File: src/rtl/irq_cpu_if.sv
module irq_cpu_if #(
  parameter int ID_W  = 10,
  parameter int DEPTH = 8
) (
  input  logic            clk,
  input  logic            rst_n,
  input  logic            hp_valid,
  input  logic [ID_W-1:0] hp_id,
  input  logic [7:0]      hp_prio,
  input  logic            reg_rd,
  input  logic            reg_wr,
  input  logic [2:0]      reg_addr,
  input  logic [ID_W-1:0] reg_wdata,
  output logic [ID_W-1:0] reg_rdata,
  output logic            fiq_o,
  output logic            irq_o,
  output logic            ack_o,
  output logic [ID_W-1:0] ack_id_o,
  output logic            eoi_o,
  output logic [ID_W-1:0] eoi_id_o
);
  localparam int SP_W  = $clog2(DEPTH + 1);
  localparam int IDX_W = (DEPTH > 1) ? $clog2(DEPTH) : 1;
  localparam logic [ID_W-1:0] SPURIOUS = ID_W'(1023);
  localparam logic [2:0] A_CTRL = 3'd0, A_PMR = 3'd1, A_BPR = 3'd2,
                         A_ACK  = 3'd3, A_EOI = 3'd4, A_RUN = 3'd5;

  logic            grp_en, fiq_sel;
  logic [7:0]      pmr_q;
  logic [2:0]      bp_q;
  logic [SP_W-1:0] sp;
  logic [7:0]      st_prio [DEPTH];
  logic [ID_W-1:0] st_id   [DEPTH];

  logic [IDX_W-1:0] top_idx, push_idx;
  logic [7:0]       running, gmask;
  logic             stack_empty, stack_full, preempt_ok, qualify;
  logic             ack_fire, eoi_hit, req_next;
  logic [ID_W-1:0]  top_id;

  assign stack_empty = (sp == '0);
  assign stack_full  = (sp == SP_W'(DEPTH));
  assign top_idx     = IDX_W'(sp - 1'b1);
  assign push_idx    = IDX_W'(sp);
  assign running     = stack_empty ? 8'hFF : st_prio[top_idx];
  assign top_id      = st_id[top_idx];
  assign gmask       = 8'hFF << ({1'b0, bp_q} + 4'd1);

  assign preempt_ok = stack_empty ||
                      ((bp_q != 3'd7) && ((hp_prio & gmask) < (running & gmask)));
  assign qualify    = hp_valid && grp_en && (hp_prio < pmr_q) && !stack_full && preempt_ok;

  assign ack_fire = reg_rd && (reg_addr == A_ACK) && qualify;
  assign eoi_hit  = reg_wr && (reg_addr == A_EOI) && !stack_empty && (reg_wdata == top_id);
  assign req_next = qualify && !ack_fire;

  always_comb begin
    reg_rdata = '0;
    if (reg_rd) begin
      case (reg_addr)
        A_CTRL:  reg_rdata = ID_W'({fiq_sel, grp_en});
        A_PMR:   reg_rdata = ID_W'(pmr_q);
        A_BPR:   reg_rdata = ID_W'(bp_q);
        A_ACK:   reg_rdata = qualify ? hp_id : SPURIOUS;
        A_RUN:   reg_rdata = ID_W'(running);
        default: reg_rdata = '0;
      endcase
    end
  end

  always_ff @(posedge clk or negedge rst_n) begin
    if (!rst_n) begin
      grp_en  <= 1'b0;
      fiq_sel <= 1'b0;
      pmr_q   <= 8'h00;
      bp_q    <= 3'd0;
    end else if (reg_wr) begin
      case (reg_addr)
        A_CTRL:  begin grp_en <= reg_wdata[0]; fiq_sel <= reg_wdata[1]; end
        A_PMR:   pmr_q <= reg_wdata[7:0];
        A_BPR:   bp_q  <= reg_wdata[2:0];
        default: ;
      endcase
    end
  end

  always_ff @(posedge clk or negedge rst_n) begin
    if (!rst_n) sp <= '0;
    else if (ack_fire) sp <= sp + 1'b1;
    else if (eoi_hit)  sp <= sp - 1'b1;
  end

  always_ff @(posedge clk) begin
    if (ack_fire) begin
      st_prio[push_idx] <= hp_prio;
      st_id[push_idx]   <= hp_id;
    end
  end

  always_ff @(posedge clk or negedge rst_n) begin
    if (!rst_n) begin
      fiq_o    <= 1'b0;
      irq_o    <= 1'b0;
      ack_o    <= 1'b0;
      ack_id_o <= '0;
      eoi_o    <= 1'b0;
      eoi_id_o <= '0;
    end else begin
      fiq_o <= req_next && fiq_sel;
      irq_o <= req_next && !fiq_sel;
      ack_o <= ack_fire;
      eoi_o <= eoi_hit;
      if (ack_fire) ack_id_o <= hp_id;
      if (eoi_hit)  eoi_id_o <= reg_wdata;
    end
  end

  AST_REQ_NEEDS_ENABLE: assert property (@(posedge clk) disable iff (!rst_n)
    (fiq_o || irq_o) |-> $past(grp_en));
  AST_FIQ_FOLLOWS_SELECT: assert property (@(posedge clk) disable iff (!rst_n)
    fiq_o |-> $past(fiq_sel));
  AST_IRQ_FOLLOWS_SELECT: assert property (@(posedge clk) disable iff (!rst_n)
    irq_o |-> !$past(fiq_sel));
  AST_MASK_STRICT: assert property (@(posedge clk) disable iff (!rst_n)
    (fiq_o || irq_o) |-> $past(hp_prio < pmr_q));
  AST_NO_PREEMPT_BP7: assert property (@(posedge clk) disable iff (!rst_n)
    (bp_q == 3'd7 && !stack_empty) |=> !(fiq_o || irq_o));
  AST_ACK_DROPS_REQ: assert property (@(posedge clk) disable iff (!rst_n)
    ack_fire |=> (!(fiq_o || irq_o) && ack_o));
  AST_EOI_POPS: assert property (@(posedge clk) disable iff (!rst_n)
    eoi_hit |=> (sp == SP_W'($past(sp) - 1'b1)));
  AST_FULL_BLOCKS: assert property (@(posedge clk) disable iff (!rst_n)
    stack_full |=> !(fiq_o || irq_o));
endmodule

File: config.mk
export PLATFORM = sky130hd
export DESIGN_NAME = irq_cpu_if
export DESIGN_NICKNAME = d
export VERILOG_FILES = /design/src/rtl/irq_cpu_if.sv
export SDC_FILE = /design/constraint.sdc
export NUM_CORES = 1
export LEC_CHECK = 0
export BUFFER_PORTS_ARGS = -buffer_cell sky130_fd_sc_hd__buf_2
export CAP_MARGIN = 20
export CORE_MARGIN = 4
export CORE_UTILIZATION = 31
export CTS_CLUSTER_DIAMETER = 60
export DETAILED_ROUTE_END_ITERATION = 8
export PLACE_DENSITY = 0.49
export REMOVE_ABC_BUFFERS = 1
export SLEW_MARGIN = 40
export SYNTH_ARGS = -nofsm -noshare
export SYNTH_HDL_FRONTEND = slang
export SYNTH_SLANG_ARGS = --single-unit
File: constraint.sdc
create_clock -name clk -period 7.5 [get_ports clk]
set_input_delay 0.75 -clock clk [delete_from_list [all_inputs] [get_ports clk]]
set_output_delay 0.75 -clock clk [all_outputs]
set_load 0.02 [all_outputs]
# Yosys cells after proc, flatten, opt, wreduce, memory -nomap -nowiden
# Memory sizes are Yosys's and may differ from the RTL's.
# Cells that the tools add are included.
[word_totals]
ramBits = 144
mem_bits_ro = 0
output_inout_bits = 34
memories = 2
word_cells = 61
latchBits = 0
in_bits = 36
register_bits = 41
[mem_list]
columns = ["memory", "words", "width", "rd", "rd_clocked_by_memory_dff", "write_ports", "line", "rtl"]
rows = [
  ["st_id", 8, 10, 1, 0, 1, "33", "logic [ID_W-1:0] st_id [DEPTH];"],
  ["st_prio", 8, 8, 1, 0, 1, "32", "logic [7:0] st_prio [DEPTH];"],
]
[op_classes]
reduce_logical = 24
n_lt_le_gt_ge = 2
muxes = 8
n_shift = 1
eq_ne = 8
addsub = 3
mul = 0
bitwise_logic = 2
div_mod_pow = 0
[ops]
columns = ["cell", "count"]
rows = [
  ["case mux 10 bit (5 select lines)", 1],
  ["two-way mux 10 bit", 2],
  ["AND 8 bit", 2],
  ["< comparator 8 bit", 2],
  ["logical AND 1 bit", 13],
  ["equality test 10 bit", 1],
  ["two-way mux 4 bit", 2],
  ["two-way mux 8 bit", 1],
  ["left shift 8 x 4 -> 8 bit (first input constant)", 1],
  ["equality test 3 x 2 -> 1 bit (second input constant)", 2],
  ["equality test 3 bit (second input constant)", 2],
  ["AND reduction 2 bit", 3],
  ["adder 3 x 1 -> 4 bit (second input constant)", 1],
  ["adder 4 x 1 -> 4 bit (second input constant)", 1],
  ["equality test 4 bit (second input constant)", 1],
  ["zero test 1 bit", 4],
  ["zero test 4 bit", 1],
  ["subtractor 4 x 1 -> 4 bit (second input constant)", 1],
  ["equality test 3 x 1 -> 1 bit (second input constant)", 1],
  ["zero test 3 bit", 1],
  ["!= test 3 bit (second input constant)", 1],
  ["two-way mux 1 bit", 2],
  ["nonzero test 2 bit", 1],
  ["logical OR 1 bit", 1],
]

# Depth between registers and ports, before layout
# Gate-level depths: netlist of the first run.
# An unclocked memory read counts as a cell.
[logic_depth]
depth_word = 12
mapped_depth = 19
mapped_depth_nobuf = 14

# Least setup slack after synthesis of the first run
# No wires, ideal clock.
[synth_timing]
path_kind = "flip-flop to output port"
from = "register sp[0]"
to = "output reg_rdata[1]"
n_path_buf = 5
required_ns = 6.750
slack_ns = 2.304
t_arrival_ns = 4.446
path_stages_with_launch = 18
cell_sequence = "dfrtp_1 > buf_2 > buf_2 > inv_1 > ha_1 > clkbuf_1 > buf_1 > mux4_2 > nand2_1 > a32o_1 > ha_1 > o21ai_0 > o21ai_0 > o21ai_0 > o211ai_1 > buf_2 > o21ai_0 > a221oi_1"
[synth_between]
elab_chain_cells = 11
elab_cells_between_ends = 15
classes_between = "add/sub (1); order compare (1); eq/ne (1); mux (4); bitwise (1); reduce/logical (6); memory (1)"
[synth_rtl]
columns = ["element", "line", "rtl"]
rows = [
  ["start: declaration", "31", "logic [SP_W-1:0] sp;"],
  ["start signal: assignment", "89", "else if (ack_fire) sp <= sp + 1'b1;"],
  ["start signal: assignment", "90", "else if (eoi_hit) sp <= sp - 1'b1;"],
  ["subtractor 4 x 1 -> 4 bit", "-", ""],
  ["memory read (8 x 8 bit)", "-", ""],
  ["two-way mux 8 bit", "45", "assign running = stack_empty ? 8'hFF : st_prio[top_idx];"],
  ["AND 8 bit", "50", "((bp_q != 3'd7) && ((hp_prio & gmask) < (running & gmask)));"],
  ["< comparator 8 bit", "50", ""],
  ["logical AND 1 bit", "50", ""],
  ["logical OR 1 bit", "49", "assign preempt_ok = stack_empty ||"],
  ["logical AND 1 bit", "51", "assign qualify = hp_valid && grp_en && (hp_prio < pmr_q) && !stack_full && preempt_ok;"],
  ["two-way mux 10 bit", "64", "A_ACK: reg_rdata = qualify ? hp_id : SPURIOUS;"],
  ["case mux 10 bit (5 select lines) *", "60", "case (reg_addr)"],
  ["two-way mux 10 bit *", "59", "if (reg_rd) begin"],
  ["end: declaration", "14", "output logic [ID_W-1:0] reg_rdata,"],
]
# Mark *: on every way between the ends. The rest lies on a longest branch, timed or not.

# Worst setup path after layout of the first run
[layout_timing]
from = "register sp[1]"
to = "output reg_rdata[7]"
# Same word-level chain as after synthesis.

==> impl_results.md, run 1 <==
- Power Dens Cells: 306 mW/mm^2
- Clk_lat worst skew: 0.43 ns
- Final min period: between 6 and 7 ns
- Drt first-iter violations: 469
- Largest net degree at the start of global routing: 44
- Fmax: 0.162 GHz
- Total GRT Usage: 0.152
- Crit path required time: 6.75 ns
- Gr ovfl total: 0
- Initial antenna violation count: 0
- Chip width: around 170 um
- H-Tree Depth: 4
- Die height: about 170 um
- Fin crit share: 0.821
- PortBufs: 69
- Yosys Warn Count: 0
- Worst-path fanout max: 18
- Register area share after synthesis: 0.638
- Initial Util: 0.318
- Crit path capture: reg_rdata[7]
- TritonCTS clock tree: yes
- Final WL: between 20,000 and 25,000 um
- Vias in the first global route: 5,338
- Area Growth Syn to Fin: 15.2%
- Clk pwr share: 0.300
- Layout cells sized above 1: 0.296
- Antenna diodes: 0
- P_sw: a little under 0.001 W
- P_leak: 3.56 nW
- Max_cap viols: 0
- R2r worst-path depth: 15
- Internal power: 0.00199 W
- CTS Sinks: about 190
- Fraction of registers with async set or reset after synthesis: 0.222
- Pre-Repair DR Iteration Count: 5
- Area contributors post-synth: edfxtp_1, dfrtp_1, mux4_2
- DRC Markers: 0
- Most used flip-flop cell after synthesis: edfxtp_1
- Postcts setup bufs: 0
- Rows: 59
- Die Area: 0.0298 mm^2
- Synth Area per Inst: 15.7 um^2
- Post-cts sizing count: 0
- CTS Buf Count: 17
- Worst vdd ir: 139 uV
- Worst Setup Start Kind: flop
- Sw Share: 0.326
- Reg2reg end: st_prio[6][0]$_DFFE_PP_
- Final Hold Viols: 0
- DRT antenna net count: 0
- Via density: 5.34
- Dominant cell by count in the synthesized netlist: edfxtp_1
- CP Class: reg2out
- Type of the worst min-delay path: in2async
- Cts hold-fix bufs: 0
- Cell type with the largest total area after synthesis: edfxtp_1
- Share of power burned in registers: 0.397
- Yosys top cell area share: 0.515
- Library cells used by synthesis: 67
- FF-to-FF Start: sp[1]$_DFFE_PN0P_
- Final setup fails: 0
- Core Region: 0.0264 mm^2
- Final net count: between 600 and 700
- Setup Skew: between 0.01 and 0.015 ns
- Flops & latches, synth: about 190
- GPL Wtd Cong: 0.835
- First-pass GRT wire length: 34,000 um
- Status: finished, final reports clean
- Final setup TNS: 0 ns
- CP startpoint: sp[1]$_DFFE_PN0P_
- Worst Tran Pin Value: roughly 0.8 ns
- Crit path DAT: 5.41 ns
- Final Slew Violations: 0
- Number of synthesized flops with an enable pin: approximately 140
- Wire per inst: 23.4 um
- Final cell count without fillers: 954
- R2R setup slack: 2.02 ns
- Slew HR: 0.476
- Via Count: 5,090
- Synthesized cell area: between 0.008 and 0.009 mm^2
- Top cell types by occurrence after synthesis: edfxtp_1, nand2_1, dfrtp_1, mux4_2, o21ai_0
- Placed insts: 922
- RSZ-0062 raised after global routing: false
- Logic pwr share: 0.304
- Dpl hpwl: 14,900 um
- Clock slew at reported path FFs: 0.07 ns
- CTS Buffer Depth: 2
- Critical Path Sink Type: primary output
- Final hold slack: 0.404 ns
- Io pins: 70
- Post-Syn Instances: 536
- Root Buffer: clkbuf_16
==> power by group through the flow <==
stage | sequential (W) | combinational, W | clock, W
after floorplan | 0.00123 | 0.000578 | 0
after global placement | 0.00119 | 0.000888 | 0
after detailed placement | 0.00119 | 0.000897 | 0
after CTS | 0.00117 | 0.000901 | 0.000906
after global routing | 0.00118 | 0.000977 | 0.000951
final | 0.00117 | 0.000898 | 0.000887
==> state kept, by name, indices dropped and copies added, names as in the netlist <==
signal and flops:
eoi_id_o 10, st_id 80, pmr_q 8, grp_en 1, st_prio 64, irq_o 1, ack_id_o 10, eoi_o 1
sp 4, fiq_o 1, ack_o 1, fiq_sel 1, bp_q 3
==> how the worst min path moves through the flow <==
stage / endpoint / cells past startpoint
2_1_floorplan: ack_id_o[0]$_DFFE_PN0P_ / 0
3_3_place_gp: ack_id_o[6]$_DFFE_PN0P_ / 1
3_5_place_dp: ack_id_o[8]$_DFFE_PN0P_ / 1
4_1_cts: ack_o$_DFF_PN0_ / 2
5_1_grt: eoi_id_o[8]$_DFFE_PN0P_ / 2
6_report: eoi_id_o[8]$_DFFE_PN0P_ / 2
==> per-stage QoR <==
stage	power (W)	utilization	area (um^2)	setup slack, ns
after CTS	0.00298	0.367	9660	1.44
after global routing	0.00311	0.367	9670	0.990
after global placement	0.00208	0.344	9060	1.63
final	0.00296	0.367	9670	1.34
after floorplan	0.00180	-	8230	1.09
after detailed placement	0.00209	0.345	9090	1.95
==> cells by family (layout without fill, tap and decap cells) <==
kind of cell    count (synthesis)  count (layout)  synth area share
simple gates                  130             130            0.0865
xor+xnor                       17              17            0.0186
fa+ha+maj                      20              20            0.0298
flops                         185             185             0.638
buf+inv                        42             125            0.0260
mux                            70              70             0.145
compound gates                 72              72            0.0568
==> cell usage in the layout, fill, tap and decap left out, types with 3 or more instances in the layout <==
cell type	netlist	layout
inv_1	14	14
nand2b_1	4	4
ha_1	20	20
mux2_1	5	5
o211ai_1	11	11
and3_1	6	5
nor2_1	13	11
mux4_2	29	29
o21ai_0	22	22
xnor2_1	12	12
buf_2	6	69
nand3b_1	3	3
edfxtp_1	144	144
xor2_1	4	4
mux2_2	13	13
mux2_4	9	9
dfrtp_1	41	40
nand3_1	10	10
a21oi_1	15	15
nand4_1	9	9
nor3_1	8	8
and2_1	5	5
a211oi_1	3	3
buf_4	2	8
nand2_1	43	43
nor3b_1	4	4
and4_2	0	3
mux4_1	5	5
nor2b_1	3	3
inv_8	0	4
clkbuf_16	0	17
nor3_2	4	3
inv_6	0	3
mux2i_1	9	9
==> layout make-up <==
type	count	area, um^2
multi-input combinational	309	2840
clock buffer	20	447
tap	335	419
timing repair buffer	78	417
clock inverter	12	130
sequential	185	5350
inverter	15	58.8
fill	2477	16700
==> per-layer routing <==
layer,up-vias,GRT usage,wire [um],share of wire
li1,2234,-,-,-
met1,2637,0.217,10500,0.47
met2,175,0.226,9760,0.44
met3,44,0.0360,1270,0.057
met4,0,0.0556,746,0.033
met5,-,0,0,0
==> worst max-delay path, cell delays in order, from the launching register on <==
cell	delay, ns
dfrtp_1	0.49
inv_1	0.19
ha_1	0.84
buf_4	0.43
mux4_2	0.25
nand2_1	0.07
nand3_1	0.14
nand2_1	0.07
ha_1	0.28
o21ai_0	0.07
o21ai_0	0.41
o21ai_0	0.27
o211ai_1	0.58
buf_4	0.27
o21ai_0	0.09
a21oi_1	0.30
buf_2	0.23
No activity file was read; power rests on OpenSTA's default activity.
==> run 2: changes to the inputs <==
PLACE_DENSITY = 0.51   (was 0.49)
clock period = 4.97 ns   (was 7.5 ns; I/O delays follow)
==> impl_results.md, run 2 (synthesis results as in run 1) <==
- Status: finished, final reports clean
- Most common cell after layout, fill and taps aside: edfxtp_1
- Fin crit share: 0.951
- Type of the worst min-delay path: in2async
- Worst vdd ir: 215 uV
- Chip width: 173 um
- Final cell count without fillers: 968
- CTS Buf Count: 17
- Metal3 WL: 1210 um
- Area Growth Syn to Fin: 17.6%
- Cts hold-fix bufs: 0
- Gr ovfl total: 0
- Share of power burned in registers: 0.389
- Setup ws final: around 0.24 ns
- Vias in the first global route: 5,177
- Initial antenna violation count: 1
- Register bank with the most flops: st_id
- DP Area: between 0.009 and 0.01 mm^2
- Final Hold Viols: 0
- Critical-path cell list: inv_1 -> ha_1 -> buf_6 -> mux4_2 -> nand2_1 -> and3_1 -> or3_1 -> ha_1 -> o211ai_1 -> a21oi_1 -> o21ai_1 -> o211ai_1 -> buf_4 -> o21a_1 -> o311a_1 -> buf_2
- Final Slew Violations: 0
- CP Class: reg2out
- Worst Setup Start Kind: flop
- Commonest cells after routing, fill and taps aside: edfxtp_1, buf_2, nand2_1, dfrtp_1, mux4_2
- Worst-path fanout max: 15
- Drt first-iter violations: around 410
- Util after Layout: 0.374
- Critical Path Sink Type: primary output
- Via density: 5.21
- Final setup fails: 0
- Die Area: 0.0298 mm^2
- GPL Wtd Cong: just under 0.9
- Crit path DAT: 4.23 ns
- Rows: 59
- DR top layer: met4
- Slew HR: 0.466
- Place WS: ~0.47 ns
- Logic pwr share: 0.304
- Final setup TNS: 0 ns
- Worst Tran Pin Value: 0.799 ns
- P_sw: between 0.001 and 0.0015 W
- Largest net degree at the start of global routing: 42
- Clk pwr share: 0.307
- CTS Buffer Depth: 2
- First-pass GRT wire length: 33,100 um
- Crit path required time: roughly 4.5 ns
- Fmax: around 0.21 GHz
- PortBufs: 69
- Final net count: 676
- P_leak: 3.66 nW
- RSZ-0062 raised after global routing: false
- Placed insts: 935
- CTS Sinks: 185
- TritonCTS clock tree: yes
- Initial Util: 0.318
- Met2 routed WL: 9970 um
- Top flop regs: st_id (80), st_prio (64)
- Clock slew at reported path FFs: approximately 0.08 ns
- Final min period: 4.73 ns
- Power Dens Cells: around 460 mW/mm^2
- Internal power: 0.00308 W
- DRC Markers: 0
- Pre-Repair DR Iteration Count: 5
- Worst path bufs/invs: 4
- Antenna diodes: 0
- CP peak stage delay: 0.40 ns
- Via Count: slightly above 5,000
- Final WL: 21,700 um
- Family with the most delay on the worst path: compound AO/OA/AOI/OAI gates
- Layout cells sized above 1: 0.308
- Slowest CP cell: dfrtp_2
- Root Buffer: clkbuf_16
- Max reg flops: 80
- Die height: 173 um
- Max_cap viols: 0
- Sw Share: 0.325
- DRT antenna net count: 0
- Dpl hpwl: 15,100 um
- Total GRT Usage: 0.147
- Finished Cell Area: 0.00987 mm^2
- Core Region: 0.0264 mm^2
- Io pins: 70
- H-Tree Depth: 4
- DRT met1 WL: 10,200 um
- Wire per inst: between 20 and 25 um
- Clk_lat worst skew: 0.43 ns
- Setup Skew: 0.0101 ns
==> run 2: cell count changes in the layout (fill, tap and decap cells not counted), sizes merged <==
| cell | before | now |
|---|---|---|
| buf | 78 | 92 |
| bufinv | 1 | 2 |
| clkbuf | 20 | 17 |
| clkinv | 2 | 4 |
==> run 2: final timing paths <==
| check | slack [ns] | cells past startpoint | startpoint | end |
|---|---|---|---|---|
| min | 0.08 | 1 | rst_n | eoi_id_o[8]$_DFFE_PN0P_ |
| max | 0.24 | 16 | sp[0]$_DFFE_PN0P_ | reg_rdata[2] |
| max reg2reg | 0.70 | 14 | sp[0]$_DFFE_PN0P_ | st_prio[1][0]$_DFFE_PP_ |
| max in group asynchronous | 4.44 | 1 | rst_n | sp[0]$_DFFE_PN0P_ |
| min in group clk | 0.35 | 3 | reg_wdata[6] | pmr_q[6]$_DFFE_PN0P_ |
| min reg2reg | 0.48 | 1 | ack_id_o[7]$_DFFE_PN0P_ | ack_id_o[7]$_DFFE_PN0P_ |
==> run 2: per-stage QoR <==
stage	hold slack (ns)	total power, W
floorplan	0.201	0.00272
global placement	0.463	0.00314
detailed placement	0.472	0.00317
CTS	0.0804	0.00457
global route	0.107	0.00481
finish	0.0764	0.00456
==> run 2: power groups by stage <==
stage | combinational (W) | clock (W) | sequential, W
finish | 0.00139 | 0.00140 | 0.00177
global route | 0.00153 | 0.00150 | 0.00178
CTS | 0.00137 | 0.00143 | 0.00177
detailed placement | 0.00137 | 0 | 0.00180
global placement | 0.00135 | 0 | 0.00180
floorplan | 0.000872 | 0 | 0.00185
==> run 2: per-layer routing <==
layer  vias to the layer above  global-route usage
li1                       2263                   -
met1                      2604               0.212
met4                         0              0.0406
met3                        21              0.0364
met2                       156               0.222
met5                         -                   0
==> run 2: cell type report <==
class | instances | area, um^2
Multi-Input combinational cell | 309 | 2850
Sequential cell | 185 | 5350
Clock inverter | 15 | 184
Inverter | 15 | 58.8
Clock buffer | 17 | 425
Timing Repair Buffer | 92 | 574
Fill cell | 2459 | 16500
Tap cell | 335 | 419
==> run 2: repair_timing <==
action	4_1_cts	5_1_grt
gates resized for setup	0	9
endpoints found under the setup margin	0	10
buffers inserted	0	1
